==> config.mk <==
export PLATFORM = sky130hd
export DESIGN_NAME = kwdog_top
export DESIGN_NICKNAME = d
export VERILOG_FILES = /design/src/rtl/kwdog_pkg.sv /design/src/rtl/kwdog_ctrl.sv /design/src/rtl/kwdog_key.sv /design/src/rtl/kwdog_div.sv /design/src/rtl/kwdog_top.sv
export SDC_FILE = /design/constraint.sdc
export NUM_CORES = 1
export LEC_CHECK = 0
export ABC_CLOCK_PERIOD_IN_PS = 11400
export BUFFER_PORTS_ARGS = -buffer_cell sky130_fd_sc_hd__buf_2
export CAP_MARGIN = 20
export CORE_ASPECT_RATIO = 1.4
export CORE_MARGIN = 10
export CORE_UTILIZATION = 55
export DETAILED_ROUTE_END_ITERATION = 8
export MAX_ROUTING_LAYER = met4
export PLACE_DENSITY = 0.74
export SYNTH_ARGS = -nofsm -noshare
export SYNTH_HDL_FRONTEND = slang
export SYNTH_SLANG_ARGS = --single-unit
==> constraint.sdc <==
create_clock -name clk -period 11.4 [get_ports clk]
set_input_delay 3.42 -clock clk [delete_from_list [all_inputs] [get_ports clk]]
set_output_delay 3.42 -clock clk [all_outputs]
set_load 0.01 [all_outputs]
==> src/rtl/kwdog_pkg.sv <==
package kwdog_pkg;
   localparam int          RATE_W   = 3;
   localparam int          EXP_W    = 5;
   localparam logic [7:0]  KEY_ARM  = 8'h55;
   localparam logic [7:0]  KEY_FIRE = 8'hAA;
   localparam int          FORCE_BIT = 7;
   localparam int          HOLD_BIT  = 6;

   typedef struct packed {
      logic              force_rst;
      logic              hold_off;
      logic [RATE_W-1:0] rate;
   } wd_ctl_t;

   function automatic logic [EXP_W-1:0] rate_exp(input logic [RATE_W-1:0] code);
      case (code)
         3'd1:    rate_exp = 5'd13;
         3'd2:    rate_exp = 5'd15;
         3'd3:    rate_exp = 5'd17;
         3'd4:    rate_exp = 5'd19;
         3'd5:    rate_exp = 5'd21;
         3'd6:    rate_exp = 5'd22;
         3'd7:    rate_exp = 5'd23;
         default: rate_exp = 5'd0;
      endcase
   endfunction
endpackage

==> src/rtl/kwdog_ctrl.sv <==
module kwdog_ctrl
   import kwdog_pkg::*;
#(
   parameter logic [RATE_W-1:0] RESET_RATE = 3'd1
) (
   input  logic              clk,
   input  logic              rst_n,
   input  logic              special,
   input  logic              ctl_wr,
   input  logic              wr_force,
   input  logic              wr_hold,
   input  logic [RATE_W-1:0] wr_rate,
   input  logic              fire,
   output wd_ctl_t           ctl,
   output logic              rate_chg
);
   logic locked;
   logic rate_we;

   assign rate_we  = ctl_wr & (special | ~locked);
   assign rate_chg = rate_we && (wr_rate != ctl.rate);

   always_ff @(posedge clk or negedge rst_n) begin
      if (!rst_n) begin
         ctl    <= '{force_rst: 1'b0, hold_off: 1'b0, rate: RESET_RATE};
         locked <= 1'b0;
      end else begin
         if (rate_we)
            ctl.rate <= wr_rate;
         if (ctl_wr && !special)
            locked <= 1'b1;
         if (ctl_wr && special) begin
            ctl.hold_off  <= wr_hold;
            ctl.force_rst <= wr_force;
         end else if (fire) begin
            ctl.force_rst <= 1'b0;
         end
      end
   end
endmodule

==> src/rtl/kwdog_key.sv <==
module kwdog_key
   import kwdog_pkg::*;
(
   input  logic       clk,
   input  logic       rst_n,
   input  logic       svc_wr,
   input  logic [7:0] wdata,
   input  logic       fire,
   output logic       restart,
   output logic       bad_key
);
   logic armed;
   logic arm_wr;
   logic fin_wr;

   assign arm_wr  = svc_wr && (wdata == KEY_ARM);
   assign fin_wr  = svc_wr && (wdata == KEY_FIRE);
   assign bad_key = svc_wr && !arm_wr && !fin_wr;
   assign restart = fin_wr && armed;

   always_ff @(posedge clk or negedge rst_n) begin
      if (!rst_n)
         armed <= 1'b0;
      else if (fire)
         armed <= 1'b0;
      else if (arm_wr)
         armed <= 1'b1;
      else if (restart)
         armed <= 1'b0;
   end
endmodule

==> src/rtl/kwdog_div.sv <==
module kwdog_div
   import kwdog_pkg::*;
#(
   parameter int CNT_W         = 24,
   parameter int BYPASS_STAGES = 2
) (
   input  logic             clk,
   input  logic             rst_n,
   input  logic             en,
   input  logic             bypass_on,
   input  logic [EXP_W-1:0] expo,
   input  logic             clear,
   output logic             expire
);
   localparam int MAX_EXP = 23;

   generate
      if (CNT_W < MAX_EXP) begin : g_bad_width
         $error("kwdog_div: CNT_W too small for the longest division");
      end
      if (BYPASS_STAGES < 0 || BYPASS_STAGES >= 13) begin : g_bad_bypass
         $error("kwdog_div: BYPASS_STAGES out of range");
      end
   endgenerate

   logic [CNT_W-1:0] cnt;
   logic [CNT_W-1:0] mask;
   logic [EXP_W-1:0] eff;

   generate
      if (BYPASS_STAGES == 0) begin : g_no_bypass
         assign eff = expo;
      end else begin : g_bypass
         assign eff = bypass_on ? (expo - EXP_W'(BYPASS_STAGES)) : expo;
      end
   endgenerate

   assign mask   = (CNT_W'(1) << eff) - CNT_W'(1);
   assign expire = en && ((cnt & mask) == mask);

   always_ff @(posedge clk or negedge rst_n) begin
      if (!rst_n)
         cnt <= '0;
      else if (!en || clear)
         cnt <= '0;
      else
         cnt <= cnt + CNT_W'(1);
   end
endmodule

==> src/rtl/kwdog_top.sv <==
module kwdog_top
   import kwdog_pkg::*;
#(
   parameter int                CNT_W         = 24,
   parameter int                BYPASS_STAGES = 2,
   parameter logic [RATE_W-1:0] RESET_RATE    = 3'd1
) (
   input  logic       clk,
   input  logic       rst_n,
   input  logic       special_mode,
   input  logic       test_bypass,
   input  logic       wr_en,
   input  logic       reg_sel,
   input  logic [7:0] wr_data,
   output logic [7:0] rd_data,
   output logic       rst_req
);
   wd_ctl_t ctl_q;
   logic    svc_wr, ctl_wr, rate_chg, restart, bad_key, expire, en, fire;

   assign svc_wr = wr_en & reg_sel;
   assign ctl_wr = wr_en & ~reg_sel;
   assign en     = (ctl_q.rate != '0);
   assign fire   = en & ~ctl_q.hold_off & (expire | bad_key | ctl_q.force_rst);

   kwdog_ctrl #(.RESET_RATE(RESET_RATE)) u_ctrl (
      .clk(clk), .rst_n(rst_n), .special(special_mode), .ctl_wr(ctl_wr),
      .wr_force(wr_data[FORCE_BIT]), .wr_hold(wr_data[HOLD_BIT]),
      .wr_rate(wr_data[RATE_W-1:0]), .fire(fire), .ctl(ctl_q), .rate_chg(rate_chg)
   );

   kwdog_key u_key (
      .clk(clk), .rst_n(rst_n), .svc_wr(svc_wr), .wdata(wr_data), .fire(fire),
      .restart(restart), .bad_key(bad_key)
   );

   kwdog_div #(.CNT_W(CNT_W), .BYPASS_STAGES(BYPASS_STAGES)) u_div (
      .clk(clk), .rst_n(rst_n), .en(en), .bypass_on(special_mode & test_bypass),
      .expo(rate_exp(ctl_q.rate)), .clear(fire | rate_chg | restart), .expire(expire)
   );

   always_ff @(posedge clk or negedge rst_n) begin
      if (!rst_n) rst_req <= 1'b0;
      else        rst_req <= fire;
   end

   assign rd_data = reg_sel ? 8'h00
                            : {ctl_q.force_rst, ctl_q.hold_off, 3'b000, ctl_q.rate};
endmodule

# --- After elaboration in Yosys (flattened, before gate mapping) ---
# Index checks and enable logic that the tools add are counted.
totals:
  wordCells: 63
  reg_bits: 32
  output_inout_bits: 9
op_classes:
  reduce_logical: 17
  add_sub_neg: 3
  n_eq_ne: 11
  shifts: 1
  bitwise: 15
  muxes: 9
op_table:
  columns: ["op", "n"]
  rows:
  - ["$pmux W5 S7", 1]
  - ["$add A24 B1 Y24 const B", 1]
  - ["$and A24 B24 Y24", 1]
  - ["$eq A24 B24 Y1", 1]
  - ["$mux W24", 1]
  - ["$shl A1 B5 Y24 const A", 1]
  - ["$sub A24 B2 Y24 const B", 1]
  - ["$eq A3 B3 Y1 const B", 4]
  - ["$logic_and A1 B1 Y1", 9]
  - ["$eq A8 B7 Y1 const B", 1]
  - ["$eq A8 B8 Y1 const B", 1]
  - ["$mux W8", 1]
  - ["$and A1 B1 Y1", 6]
  - ["$eq A3 B2 Y1 const B", 2]
  - ["$reduce_bool A3 Y1", 2]
  - ["$mux W1", 5]
  - ["$mux W5", 1]
  - ["$or A1 B1 Y1", 5]
  - ["$sub A5 B2 Y5 const B", 1]
  - ["$logic_not A1 Y1", 4]
  - ["$eq A3 B1 Y1 const B", 1]
  - ["$ne A3 B3 Y1", 1]
  - ["$not A1 Y1", 3]
  - ["$reduce_bool A2 Y1", 1]
  - ["$logic_or A1 B1 Y1", 1]

# --- Logic depth before layout (Yosys ltp) ---
logic_depth:
  word_depth: 16
  depth_mapped: 18

# --- Hierarchy ---
# Synthesis repeated with hierarchy kept, for this count alone.
unflattened:
  cells_unflattened: 315
  hier_area_um2: 2635.0
by_module_without_submodules:
  columns: ["mod", "instances", "area_each_um2", "seq_area_each_um2", "cells_per_inst"]
  rows:
  - ["kwdog_div", 1, 2045.7, 600.6, 252]
  - ["kwdog_ctrl", 1, 270.3, 151.4, 22]
  - ["kwdog_top", 1, 202.7, 25.0, 29]
  - ["kwdog_key", 1, 116.4, 25.0, 12]

# --- Worst setup path after synthesis ---
# OpenSTA, ideal clock, no wires.
synth_timing:
  path_kind: "input to output"
  startpoint: "input port reg_sel"
  endpoint: "output port rd_data[0]"
  slack_ns: 4.382
  required_time_ns: 7.980
  arrival_time_ns: 3.598
  path_stages: 1
  path_buffers: 0
  cell_sequence: "nor2b_1"
synth_between:
  elab_chain_len: 1
synth_lines:
  columns: ["item", "line", "source"]
  rows:
  - ["start: declaration", "kwdog_top.sv:13", "input logic reg_sel,"]
  - ["$mux W8", "kwdog_top.sv:47", "assign rd_data = reg_sel ? 8'h00"]
  - ["end: declaration", "kwdog_top.sv:15", "output logic [7:0] rd_data,"]
# Every way passes these cells.

# --- Worst setup path after layout ---
# Ends and elaborated chain as after synthesis.

==> results.py <==
metrics = {
    "outcome": {
        "status": "finished, final reports clean",
    },
    "synth": {
        "synth_top_area_share_pct": 28.47,
        "yosysWarnings": 0,
        "synthTopCellsByArea": "dfrtp_1 (28%), a21oi_1 (5.1%), xor2_1 (4.5%)",
        "synth_top_area_cell": "dfrtp_1",
        "synth-seq-area-share_pct": 29.43,
        "syn_inst": 323,
        "synthArstFlopShare_pct": 100.0,
        "ys_ff_latch": 32,
        "synth.distinct_cells": 68,
        "synthFlopType": "dfrtp_1",
        "synth.avg_cell_area_um2": 8.437,
        "syn_area_um2": 2725,
        "ys_top_cells_by_count": "dfrtp_1 (31), a21oi_1 (28), nor2_1 (25)",
        "synth_edf_count": 0,
        "synth_most_common_cell": "dfrtp_1",
    },
    "routing": {
        "wl_um": 7396,
        "wl_per_cell_um": 18.82,
        "dr.pass1.iters": 5,
        "postRouteAntennaNets": 0,
        "drc": 0,
        "dr_total_vias": 2585,
        "vias_per_cell": 6.578,
        "drtIter0Drc": 437,
    },
    "clock_network": {
        "root_buffer": "clkbuf_8",
        "cts_htree_levels": 2,
        "insertion_delay_ns": 0.29,
        "postCtsHoldBufs": 0,
        "ctsResizeCount": 0,
        "clk_pin_slew_worst_paths_ns": 0.07,
        "cts_tree": "done",
        "cts.sinks": 32,
        "post-cts-setup-buffers": 0,
        "cts_buffers": 5,
        "cts_buffer_depth": 2,
    },
    "timing": {
        "fmax_mhz": 137.8,
        "rsz0062_at_grt": "false",
        "whs_ns": 0.4919,
        "hold_viol": 0,
        "setup_viol": 0,
        "tns_ns": 0,
        "post-route-period-util_pct": 63.66,
        "post-route-min-period_ns": 7.257,
        "finClkSkew_ns": 0.003654,
        "report.final.slew_viol_count": 0,
        "tightest_slew_ns": 0.9693,
        "slew_headroom_pct": 35.16,
    },
    "pwr": {
        "max-vdd-ir-drop_mv": 0.1222,
        "power_mw": 0.4739,
        "power_density_nw_per_um2": 162.5,
        "leakage_nw": 1.176,
    },
    "finish": {
        "n_antenna_cell": 0,
        "final_net_count": 345,
        "final_area_um2": 2917,
        "fin_cells": 393,
        "area_growth_pct": 7.025,
        "drive_gt1_share_pct": 13.07,
    },
    "place": {
        "place.gp.congestion": 0.9451,
        "dpl-instance-area_um2": 2790,
        "dp_cells": 385,
        "port_buffers": 19,
        "detailed_place_hpwl_um": 5271,
    },
    "global_routing": {
        "grt_use_total_pct": 19.26,
        "overflow": 0,
        "grt_max_degree": 33,
        "grt_pass1_vias": 2463,
        "antenna_found_initial": 0,
        "grt_pass1_wl_um": 12400,
    },
    "floorplanning": {
        "num_rows": 30,
        "start_util_pct": 56.28,
        "core-area_um2": 4842,
        "die_height_um": 103.3,
        "die-area_um2": 8210,
        "io_pins": 23,
        "die_w_um": 79.49,
    },
    "worst_setup_path": {
        "crit_path_end_kind": "primary output",
        "start_kind": "primary input",
        "worst-endpoint-required_ns": 7.98,
        "path_class": "primary input to primary output",
        "critPathMaxFanout": 9,
        "crit_arrival_ns": 3.84,
    },
    "run": {
        "maxCapViolCount": 0,
    },
    "worst_hold_path": {
        "hp-class": "flop to flop",
    },
}
## layout make-up
class,instances,area (um^2)
clock buffers,7,96.34
multi-input cells,259,1768
clock inverters,1,30.03
repair buffers,20,102.6
well taps,64,80.08
flip-flops and latches,32,802.0
inverters,10,37.54
fillers,427,1926
## metrics by stage
stage | utilization, % | setup WS (ns)
2_1_floorplan | - | 4.382
3_3_place_gp | 57.62 | 4.179
3_5_place_dp | 57.62 | 4.139
4_1_cts | 60.23 | 4.143
5_1_grt | 60.23 | 4.114
6_report | 60.23 | 4.143
## worst max-delay path, cell delays in order
cell and delay [ns]:
buf_2 0.15, nor2b_1 0.12, buf_2 0.15
## metal layers
layer | global-route usage [%] | routed length, um | vias to the layer above | share of wire, %
met5 | - | 0 | - | 0
met2 | 30.96 | 3584 | 126 | 48
met3 | 3.028 | 499 | 23 | 6.7
met1 | 23.05 | 3108 | 1213 | 42
li1 | - | - | 1223 | -
met4 | 9.129 | 203 | 0 | 2.7
## worst paths after layout
path,start,to,slack [ns],depth (start not counted)
min in group asynchronous,rst_n,rst_req,3.19,1
min,u_ctrl.locked,u_ctrl.locked,0.49,1
max in group asynchronous,rst_n,u_div.cnt[4],7.75,1
min reg2reg,u_ctrl.locked,u_ctrl.locked,0.49,1
max,reg_sel,rd_data[0],4.14,3
max reg2reg,u_ctrl.ctl[2],u_div.cnt[20],6.28,10
## state kept, by name (all words and copies together) (netlist names)
name           cells
rst_req            1
u_key.armed        1
u_ctrl.ctl         5
u_div.cnt         24
u_ctrl.locked      1
## logic make-up (layout without fill, tap and decap cells)
family	after synthesis	count (layout)	synth area share, %
AOI/OAI and AO/OA	101	101	27.96
and+or+nand+nor	120	120	24.38
buffers and inverters	34	38	5.969
muxes	5	5	2.020
other	1	3	0.1376
xor gates and xnor gates	26	26	8.356
DFF	32	32	29.43
adders and majority gates	4	4	1.745
## where the power goes
group / internal [mW] / leakage [nW] / total (mW) / switching [mW]
combinational: 0.0746 / 0.684 / 0.201 / 0.127
sequential: 0.124 / 0.427 / 0.152 / 0.0277
clock: 0.0771 / 0.0645 / 0.121 / 0.0436
total: 0.276 / 1.18 / 0.474 / 0.198
## placed cells by master (no fill, tap or decap), types with 3 or more instances in the layout
master    count
o21bai_1      4
nand2_1      19
conb_1        3
and4_1        3
clkbuf_8      7
o221ai_1      6
a211o_1       4
xor2_1       14
o21ai_0      13
xnor2_1      12
inv_1        10
a22oi_1       3
dfrtp_1      31
ha_1          3
buf_2        19
o311a_1       7
nor3_1        8
nor2b_1       9
a21oi_1      28
and3b_1       3
nand4_1       9
mux2_2        4
a31oi_1       3
nor2_1       25
nand3_1      14
nor4_1        3
a221oi_1      3
and3_1        6
nand3b_1      3
Note: power is estimated with default switching activity, not from simulation.
